**config.mk**
```make
export PLATFORM = sky130hd
export DESIGN_NAME = rxdf_deframer
export DESIGN_NICKNAME = d
export VERILOG_FILES = /design/src/rtl/rxdf_pkg.sv /design/src/rtl/rxdf_decode.sv /design/src/rtl/rxdf_crc.sv /design/src/rtl/rxdf_deframer.sv
export SDC_FILE = /design/constraint.sdc
export NUM_CORES = 1
export LEC_CHECK = 0
export BUFFER_PORTS_ARGS = -buffer_cell sky130_fd_sc_hd__buf_2
export CAP_MARGIN = 20
export CORE_ASPECT_RATIO = 1.25
export CORE_MARGIN = 5
export CORE_UTILIZATION = 53
export CTS_CLUSTER_DIAMETER = 150
export CTS_CLUSTER_SIZE = 8
export DETAILED_ROUTE_END_ITERATION = 10
export PLACE_DENSITY_LB_ADDON = 0.25
export SYNTH_ARGS = -nofsm -noshare
export SYNTH_HDL_FRONTEND = slang
export SYNTH_SLANG_ARGS = --single-unit
```
**constraint.sdc**
```tcl
create_clock -name clk -period 4.6 [get_ports clk]
set_input_delay 0.92 -clock clk [delete_from_list [all_inputs] [get_ports clk]]
set_output_delay 0.92 -clock clk [all_outputs]
set_load 0.01 [all_outputs]
```
**src/rtl/rxdf_pkg.sv**
```systemverilog
package rxdf_pkg;

    typedef enum logic [1:0] {
        ST_HUNT = 2'd0,
        ST_SYNC = 2'd1,
        ST_PAY  = 2'd2
    } rxdf_state_e;

    typedef enum logic [1:0] {
        CODE_RAW   = 2'd0,
        CODE_MANCH = 2'd1,
        CODE_WHITE = 2'd2,
        CODE_RSVD  = 2'd3
    } rxdf_code_e;

    localparam int EV_PRE     = 0;
    localparam int EV_SYNC    = 1;
    localparam int EV_ADDR    = 2;
    localparam int EV_CRC_OK  = 3;
    localparam int EV_CRC_BAD = 4;
    localparam int EV_N       = 5;

    localparam logic [8:0]  WHITE_SEED = 9'h1FF;
    localparam logic [15:0] CRC_POLY   = 16'h1021;
    localparam logic [15:0] CRC_INIT   = 16'hFFFF;

    function automatic logic [15:0] crc16_step(input logic [15:0] c, input logic b);
        logic fb;
        fb = c[15] ^ b;
        return {c[14:0], 1'b0} ^ (fb ? CRC_POLY : 16'h0000);
    endfunction

endpackage

```
**src/rtl/rxdf_decode.sv**
```systemverilog
module rxdf_decode
    import rxdf_pkg::*;
(
    input  logic       clk,
    input  logic       rst_n,
    input  logic       start,
    input  logic       chip_vld,
    input  logic       chip,
    input  logic [1:0] mode,
    output logic       dbit_vld,
    output logic       dbit,
    output logic       code_err
);
    typedef struct packed {
        logic       half;
        logic       first;
        logic [8:0] lfsr;
    } dec_t;

    dec_t q, d;

    always_comb begin
        d        = q;
        dbit_vld = 1'b0;
        dbit     = chip;
        code_err = 1'b0;
        if (start) begin
            d.half = 1'b0;
            d.lfsr = WHITE_SEED;
        end else if (chip_vld) begin
            unique case (rxdf_code_e'(mode))
                CODE_MANCH: begin
                    if (!q.half) begin
                        d.half  = 1'b1;
                        d.first = chip;
                    end else begin
                        d.half = 1'b0;
                        if (q.first == chip) begin
                            code_err = 1'b1;
                        end else begin
                            dbit_vld = 1'b1;
                            dbit     = q.first;
                        end
                    end
                end
                CODE_WHITE: begin
                    dbit_vld = 1'b1;
                    dbit     = chip ^ q.lfsr[0];
                    d.lfsr   = {q.lfsr[0] ^ q.lfsr[5], q.lfsr[8:1]};
                end
                default: begin
                    dbit_vld = 1'b1;
                    dbit     = chip;
                end
            endcase
        end
    end

    always_ff @(posedge clk or negedge rst_n) begin
        if (!rst_n) q <= '{half: 1'b0, first: 1'b0, lfsr: WHITE_SEED};
        else        q <= d;
    end

endmodule

```
**src/rtl/rxdf_crc.sv**
```systemverilog
module rxdf_crc
    import rxdf_pkg::*;
(
    input  logic clk,
    input  logic rst_n,
    input  logic clr,
    input  logic step,
    input  logic din,
    output logic zero_next
);
    logic [15:0] crc_q, crc_d, crc_nx;

    always_comb begin
        crc_nx = crc16_step(crc_q, din);
        crc_d  = crc_q;
        if (clr)       crc_d = CRC_INIT;
        else if (step) crc_d = crc_nx;
    end

    assign zero_next = (crc_nx == 16'h0000);

    always_ff @(posedge clk or negedge rst_n) begin
        if (!rst_n) crc_q <= CRC_INIT;
        else        crc_q <= crc_d;
    end

endmodule

```
**src/rtl/rxdf_deframer.sv**
```systemverilog
module rxdf_deframer
    import rxdf_pkg::*;
#(
    parameter int SYNC_W  = 16,
    parameter int MAX_LEN = 240,
    parameter int PRE_MIN = 8,
    parameter int PRE_MAX = 32,
    parameter int TOL_W   = 2
) (
    input  logic                               clk,
    input  logic                               rst_n,
    input  logic                               bit_vld,
    input  logic                               bit_in,
    input  logic [$clog2(PRE_MAX+1)-1:0]       cfg_pre_len,
    input  logic [SYNC_W-1:0]                  cfg_sync,
    input  logic [TOL_W-1:0]                   cfg_sync_tol,
    input  logic [1:0]                         cfg_code,
    input  logic [7:0]                         cfg_addr,
    input  logic [EV_N-1:0]                    irq_en,
    input  logic                               st_clr,
    input  logic [EV_N-1:0]                    st_clr_mask,
    output logic                               buf_we,
    output logic [$clog2(MAX_LEN+1)-1:0]       buf_addr,
    output logic [7:0]                         buf_data,
    output logic [EV_N-1:0]                    irq_status,
    output logic                               irq
);
    localparam int RUN_W  = $clog2(PRE_MAX + 1);
    localparam int ADDR_W = $clog2(MAX_LEN + 1);
    localparam int CNT_W  = $clog2(MAX_LEN + 3);
    localparam int ERR_W  = $clog2(SYNC_W + 1);
    localparam logic [RUN_W-1:0] RUN_MAX = RUN_W'(PRE_MAX);

    typedef struct packed {
        rxdf_state_e       state;
        logic [SYNC_W-1:0] sh;
        logic [RUN_W-1:0]  run;
        logic [7:0]        byte_sh;
        logic [2:0]        bitn;
        logic [CNT_W-1:0]  bcnt;
        logic [CNT_W-1:0]  len;
        logic [EV_N-1:0]   status;
        logic              we;
        logic [ADDR_W-1:0] waddr;
        logic [7:0]        wdata;
    } ctl_t;

    ctl_t q, d;

    logic              dec_start, chip_vld, dbit_vld, dbit, code_err;
    logic              crc_clr, crc_step, crc_zero;
    logic [EV_N-1:0]   ev;
    logic [RUN_W-1:0]  eff_len;
    logic [SYNC_W-1:0] win;
    logic [ERR_W-1:0]  sync_err;
    logic [7:0]        byte_nx;
    logic              wr;

    rxdf_decode u_decode (
        .clk      (clk),
        .rst_n    (rst_n),
        .start    (dec_start),
        .chip_vld (chip_vld),
        .chip     (bit_in),
        .mode     (cfg_code),
        .dbit_vld (dbit_vld),
        .dbit     (dbit),
        .code_err (code_err)
    );

    rxdf_crc u_crc (
        .clk       (clk),
        .rst_n     (rst_n),
        .clr       (crc_clr),
        .step      (crc_step),
        .din       (dbit),
        .zero_next (crc_zero)
    );

    always_comb begin
        if (cfg_pre_len < RUN_W'(PRE_MIN))      eff_len = RUN_W'(PRE_MIN);
        else if (cfg_pre_len > RUN_W'(PRE_MAX)) eff_len = RUN_W'(PRE_MAX);
        else                                    eff_len = cfg_pre_len;
        win      = {q.sh[SYNC_W-2:0], bit_in};
        sync_err = ERR_W'($countones(win ^ cfg_sync));
        byte_nx  = {q.byte_sh[6:0], dbit};
    end

    always_comb begin
        d         = q;
        d.we      = 1'b0;
        ev        = '0;
        wr        = 1'b0;
        dec_start = 1'b0;
        chip_vld  = 1'b0;
        crc_clr   = 1'b0;
        crc_step  = 1'b0;
        if (bit_vld) d.sh = win;
        unique case (q.state)
            ST_HUNT: begin
                if (bit_vld) begin
                    if (bit_in != q.sh[0])
                        d.run = (q.run == RUN_MAX) ? q.run : q.run + 1'b1;
                    else
                        d.run = RUN_W'(1);
                    if (d.run >= eff_len) begin
                        ev[EV_PRE] = 1'b1;
                        d.state    = ST_SYNC;
                    end
                end
            end
            ST_SYNC: begin
                if (bit_vld && sync_err <= ERR_W'(cfg_sync_tol)) begin
                    ev[EV_SYNC] = 1'b1;
                    d.state     = ST_PAY;
                    dec_start   = 1'b1;
                    crc_clr     = 1'b1;
                    d.bitn      = '0;
                    d.bcnt      = '0;
                end
            end
            ST_PAY: begin
                chip_vld = bit_vld;
                crc_step = dbit_vld;
                if (code_err) begin
                    d.state = ST_HUNT;
                end else if (dbit_vld) begin
                    d.byte_sh = byte_nx;
                    d.bitn    = q.bitn + 3'd1;
                    if (q.bitn == 3'd7) begin
                        d.bcnt = q.bcnt + 1'b1;
                        if (q.bcnt == '0) begin
                            if (byte_nx == 8'd0 || int'(byte_nx) > MAX_LEN) begin
                                d.state = ST_HUNT;
                            end else begin
                                d.len = CNT_W'(byte_nx);
                                wr    = 1'b1;
                            end
                        end else if (q.bcnt == CNT_W'(1)) begin
                            wr = 1'b1;
                            if (byte_nx == cfg_addr) ev[EV_ADDR] = 1'b1;
                            else                     d.state = ST_HUNT;
                        end else if (q.bcnt <= q.len) begin
                            wr = 1'b1;
                        end else if (q.bcnt == q.len + CNT_W'(2)) begin
                            ev[EV_CRC_OK]  = crc_zero;
                            ev[EV_CRC_BAD] = !crc_zero;
                            d.state        = ST_HUNT;
                        end
                    end
                end
            end
            default: d.state = ST_HUNT;
        endcase
        if (wr) begin
            d.we    = 1'b1;
            d.waddr = ADDR_W'(q.bcnt);
            d.wdata = byte_nx;
        end
        if (d.state == ST_HUNT && q.state != ST_HUNT) d.run = '0;
        d.status = (q.status & ~(st_clr ? st_clr_mask : '0)) | ev;
    end

    always_ff @(posedge clk or negedge rst_n) begin
        if (!rst_n) q <= '{state: ST_HUNT, default: '0};
        else        q <= d;
    end

    assign buf_we     = q.we;
    assign buf_addr   = q.waddr;
    assign buf_data   = q.wdata;
    assign irq_status = q.status;
    assign irq        = |(q.status & irq_en);

    // no write ever lands past the largest legal frame
    a_r5_wr_addr_range: assert property (@(posedge clk) disable iff (!rst_n)
        buf_we |-> (int'(buf_addr) <= MAX_LEN));

    // buffer writes only come out of payload processing
    a_r6_write_only_in_payload: assert property (@(posedge clk) disable iff (!rst_n)
        buf_we |-> ($past(q.state) == ST_PAY));

    // without a clear, no status bit drops
    a_r8_status_sticky: assert property (@(posedge clk) disable iff (!rst_n)
        !st_clr |=> ((irq_status & $past(irq_status)) == $past(irq_status)));

    // sync search is entered only with the preamble event recorded
    a_r1_pre_before_sync: assert property (@(posedge clk) disable iff (!rst_n)
        (q.state == ST_SYNC && $past(q.state) == ST_HUNT) |-> irq_status[EV_PRE]);

    // payload is entered only with the sync event recorded
    a_r2_sync_on_entry: assert property (@(posedge clk) disable iff (!rst_n)
        (q.state == ST_PAY && $past(q.state) != ST_PAY) |-> irq_status[EV_SYNC]);

    // a coding violation drops back to hunting with no write
    a_r4_err_returns_hunt: assert property (@(posedge clk) disable iff (!rst_n)
        (q.state == ST_PAY && code_err) |=> (q.state == ST_HUNT && !buf_we));

endmodule

```
==> impl_summary.txt <==
----------------------------------------------------
[Global route]
  Largest net degree at the start of global routing ... 81
  First-pass GRT wire length ... 21.4 mm
  Vias in the first global route ... 4397
  Total overflow reported by the global router ... 0
  Initial antenna violation count ... 0
  Total track usage ... 19.6%

[Placed design]
  Post-placement setup slack ... -0.953 ns
  Post-place instance area ... 0.00630 mm^2
  Port Buf Inserts ... 71
  Post-Place Cells ... 746
  Half-perimeter wire length after detailed placement ... 8.94 mm
  Placer's final routability congestion estimate ... 0.943

[Logic synthesis]
  Number of unique standard cell types used by synthesis ... 60
  Total of flip-flops plus latches after synthesis ... 98
  Number of enable flip-flop cells after synthesis ... 0
  Most common flop cell mapped by yosys ... sky130_fd_sc_hd__dfrtp_1
  Synth warnings ... 0
  Cell area after synthesis ... 0.00590 mm^2
  Sequential share of the synthesized area ... 42.1%
  Share of async-settable or async-resettable flops after synthesis ... 100%
  Net Count, Synth ... 656
  Synthesized instance count ... 566
  Mean instance size in the synthesized netlist ... 10.4 um^2

[Cells and area]
  N_diodes ... 0
  Area of all placed cells without fillers ... 0.00697 mm^2
  Layout-stage area growth over the synthesis result ... 18.0%
  Share of cells above drive strength 1 ... 35.1%
  Total Nets Final ... 726
  Final design utilization ... 63.2%
  Non-filler cells, final ... 776

[STA]
  Final period utilization ... 109%
  Fin. Hold Viols ... 0
  Measured slew at the worst slew-check pin ... 0.712 ns
  Fin. max-slew vios ... 0
  Setup Skew ... 0.00685 ns
  Minimum clock period ... 5.00 ns
  Highest achievable clock rate ... 0.200 GHz
  Fin worst setup slack ... -0.401 ns
  RSZ-0062 raised after global routing ... yes
  Final setup fails ... 36
  Slew Limit Headroom ... 52.4%

[Critical path]
  Crit Reg-Reg Endpoint ... q[38]
  Reg2Reg Depth ... 16
  CP Data Required Time ... 4.83 ns
  Data arrival time of the worst path ... 5.23 ns
  Crit path capture type ... flip-flop
  Launch point of the worst reg-to-reg path ... q[59]
  Max Fanout on Critical Path ... 5
  Worst setup path startpoint ... cfg_sync[7]
  Setup slack of the most critical reg-to-reg path ... -0.22 ns
  Capture point of the worst path ... q[38]
  Category of the most critical setup path ... input port to flip-flop
  Startpoint Class ... input port

[CTS]
  CTS root buf ... sky130_fd_sc_hd__clkbuf_16
  Number of buffers added by the clock tree synthesis step ... 9
  Clock slew seen by the registers of the worst setup and hold paths ... 0.07 ns
  H-tree depth reported by CTS ... 3
  CTS sink count ... 98
  Clock tree from TritonCTS ... yes
  Buffers from clock root to sink, at most ... 2
  Clock latency at the later pin of the worst-skew pair ... 0.35 ns

[Detailed routing]
  Pre-Repair DR Iteration Count ... 4
  Number of vias after detailed routing ... 4281
  Via density per instance ... 5.52
  First-iteration detailed-routing DRC count ... 183
  Routed length per placed instance ... 16.2 um
  Final routed DRC violation total ... 0
  Wire length reported by the detailed router ... 12.5 mm
  Antenna-violating nets left ... 0

[Run status]
  Violated checks ... setup timing
  Run status ... complete, but fails checks

[Pwr]
  Power density normalized to cell area ... 892 mW/mm^2
  Reported leakage power ... 3.24 nW
  Worst vdd rail ir drop ... 0.808 mV

[Floorplanning]
  Chip Width ... 104 um
  Die area ... 0.0134 mm^2
  Top-Level Pins ... 72
  Vert. Die Dim ... 128 um
  Number of rows created at floorplan ... 43
  Effective utilization at floorplan ... 53.5%
  Area of the placeable core ... 0.0110 mm^2

[Hold path]
  Type of the tightest min-delay check ... input port to async pin

[Run]
  Number of violations of the max-capacitance limit ... 0

----------------------------------------------------
-- report_power, final --
group,switching [W],internal [W]
sequential,0.000282,0.00120
combinational,0.00176,0.00212
clock,0.000321,0.000529
total,0.00237,0.00385
-- how the worst min path moves through the flow --
stage	to	slack (ns)	cells past startpoint
after floorplan	u_crc.crc_q[3]	0.45	2
after global placement	u_crc.crc_q[9]	0.46	2
after detailed placement	u_crc.crc_q[1]	0.47	2
after CTS	u_crc.crc_q[11]	0.47	2
after global routing	q[39]	0.49	1
final	q[61]	0.47	1
-- metrics by stage --
step | setup TNS, ns | hold slack (ns) | power, W
2_1_floorplan | -18.08 | 0.448 | 0.00345
3_3_place_gp | -27.47 | 0.460 | 0.00401
3_5_place_dp | -30.02 | 0.466 | 0.00416
4_1_cts | -9.25 | 0.472 | 0.00626
5_1_grt | -15.58 | 0.492 | 0.00679
6_report | -9.87 | 0.467 | 0.00622
-- cells in the mapped netlist (3+ instances only) --
library cell,instances,share of area (%)
sky130_fd_sc_hd__dfrtp_1,73,31
sky130_fd_sc_hd__nand2_1,70,4.5
sky130_fd_sc_hd__nor2_1,40,2.5
sky130_fd_sc_hd__mux2_2,39,7.4
sky130_fd_sc_hd__xnor2_1,32,4.7
sky130_fd_sc_hd__ha_1,31,6.6
sky130_fd_sc_hd__o21ai_0,28,2.4
sky130_fd_sc_hd__inv_1,27,1.7
sky130_fd_sc_hd__dfstp_2,25,11
sky130_fd_sc_hd__buf_4,24,3.1
sky130_fd_sc_hd__nand3_1,19,1.6
sky130_fd_sc_hd__a21oi_1,15,1.3
sky130_fd_sc_hd__xor2_1,15,2.2
sky130_fd_sc_hd__fa_1,10,3.4
sky130_fd_sc_hd__mux2_4,10,2.5
sky130_fd_sc_hd__nor4_1,8,0.85
sky130_fd_sc_hd__and2_1,7,0.74
sky130_fd_sc_hd__and3_1,7,0.74
sky130_fd_sc_hd__clkbuf_1,7,0.45
sky130_fd_sc_hd__nor2b_1,7,0.74
sky130_fd_sc_hd__nor3_1,7,0.59
sky130_fd_sc_hd__nand4_1,6,0.64
sky130_fd_sc_hd__nand2b_1,5,0.53
sky130_fd_sc_hd__o31ai_1,5,0.64
sky130_fd_sc_hd__buf_2,4,0.34
sky130_fd_sc_hd__o211ai_1,4,0.51
sky130_fd_sc_hd__nor4b_1,3,0.45
-- state kept, by name, indices dropped and copies added, names as in the netlist --
register     count
byte_nx          7
buf_we           1
buf_data         8
irq_status       5
buf_addr         8
u_crc.crc_q     16
u_decode.q      11
q               42
-- kinds of logic (layout without fill, tap and decap cells) --
group                    Yosys count  after routing  synth area share, %
flip-flops                        98             98                 42.1
buffers and inverters             65            140                 6.02
XOR/XNOR                          47             47                 6.97
AO/OA/AOI/OAI                     73             73                 8.90
AND/OR/NAND/NOR                  191            191                 15.8
multiplexers                      51             51                 10.3
adder cells (fa/ha/maj)           41             41                 9.96
-- cell type report --
cell class	instances	area [um^2]
Inverter	27	101
Multi-Input combinational cell	403	3240
Fill cell	885	4060
Timing Repair Buffer	97	638
Clock inverter	6	105
Clock buffer	10	229
Tap cell	135	169
Sequential cell	98	2480
-- timing repair --
action / 4_1_cts / 5_1_grt
buffers inserted: 11 / 6
resized for setup: 26 / 19
pin swaps: 14 / 6
hold buffers: 0 / 0
cloned: 1 / 0
endpoints found under the setup margin: 40 / 40
-- placed cells by master, fill, tap and decap left out, drive strengths merged, types with 3 or more instances in the layout --
cell | netlist | routed
nor4 | 8 | 8
nand3 | 19 | 19
a211oi | 5 | 5
xor2 | 15 | 15
clkinv | 0 | 3
o21ai | 28 | 28
nor2 | 41 | 41
inv | 27 | 27
dfrtp | 73 | 73
ha | 31 | 31
buf | 31 | 97
fa | 10 | 10
o211ai | 4 | 4
bufinv | 0 | 3
nand2 | 71 | 71
clkbuf | 7 | 10
dfstp | 25 | 25
nor3 | 7 | 7
nor2b | 7 | 7
nor4b | 3 | 3
and2 | 8 | 8
o31ai | 5 | 5
mux2 | 49 | 49
xnor2 | 32 | 32
and3 | 7 | 7
a21oi | 16 | 16
nand2b | 5 | 5
nand4 | 6 | 6
-- critical path, cell delays in order --
cell	delay, ns
sky130_fd_sc_hd__buf_2	0.12
sky130_fd_sc_hd__xnor2_2	0.17
sky130_fd_sc_hd__fa_1	0.48
sky130_fd_sc_hd__fa_1	0.51
sky130_fd_sc_hd__fa_1	0.49
sky130_fd_sc_hd__inv_1	0.05
sky130_fd_sc_hd__fa_1	0.44
sky130_fd_sc_hd__ha_2	0.20
sky130_fd_sc_hd__fa_1	0.53
sky130_fd_sc_hd__ha_4	0.22
sky130_fd_sc_hd__nor2b_4	0.12
sky130_fd_sc_hd__o21ai_2	0.14
sky130_fd_sc_hd__o211ai_1	0.15
sky130_fd_sc_hd__nor3b_2	0.22
sky130_fd_sc_hd__buf_6	0.16
sky130_fd_sc_hd__nor2_2	0.04
sky130_fd_sc_hd__mux2_4	0.27
-- metal layers --
layer | vias up | wire length, um | GRT usage [%]
met5 | - | 0 | 0
met4 | 0 | 219 | 7.01
met3 | 18 | 554 | 4.08
met2 | 84 | 6530 | 33.5
met1 | 2115 | 5240 | 24.5
li1 | 2064 | - | -
Note: power is estimated with default switching activity, not from simulation.
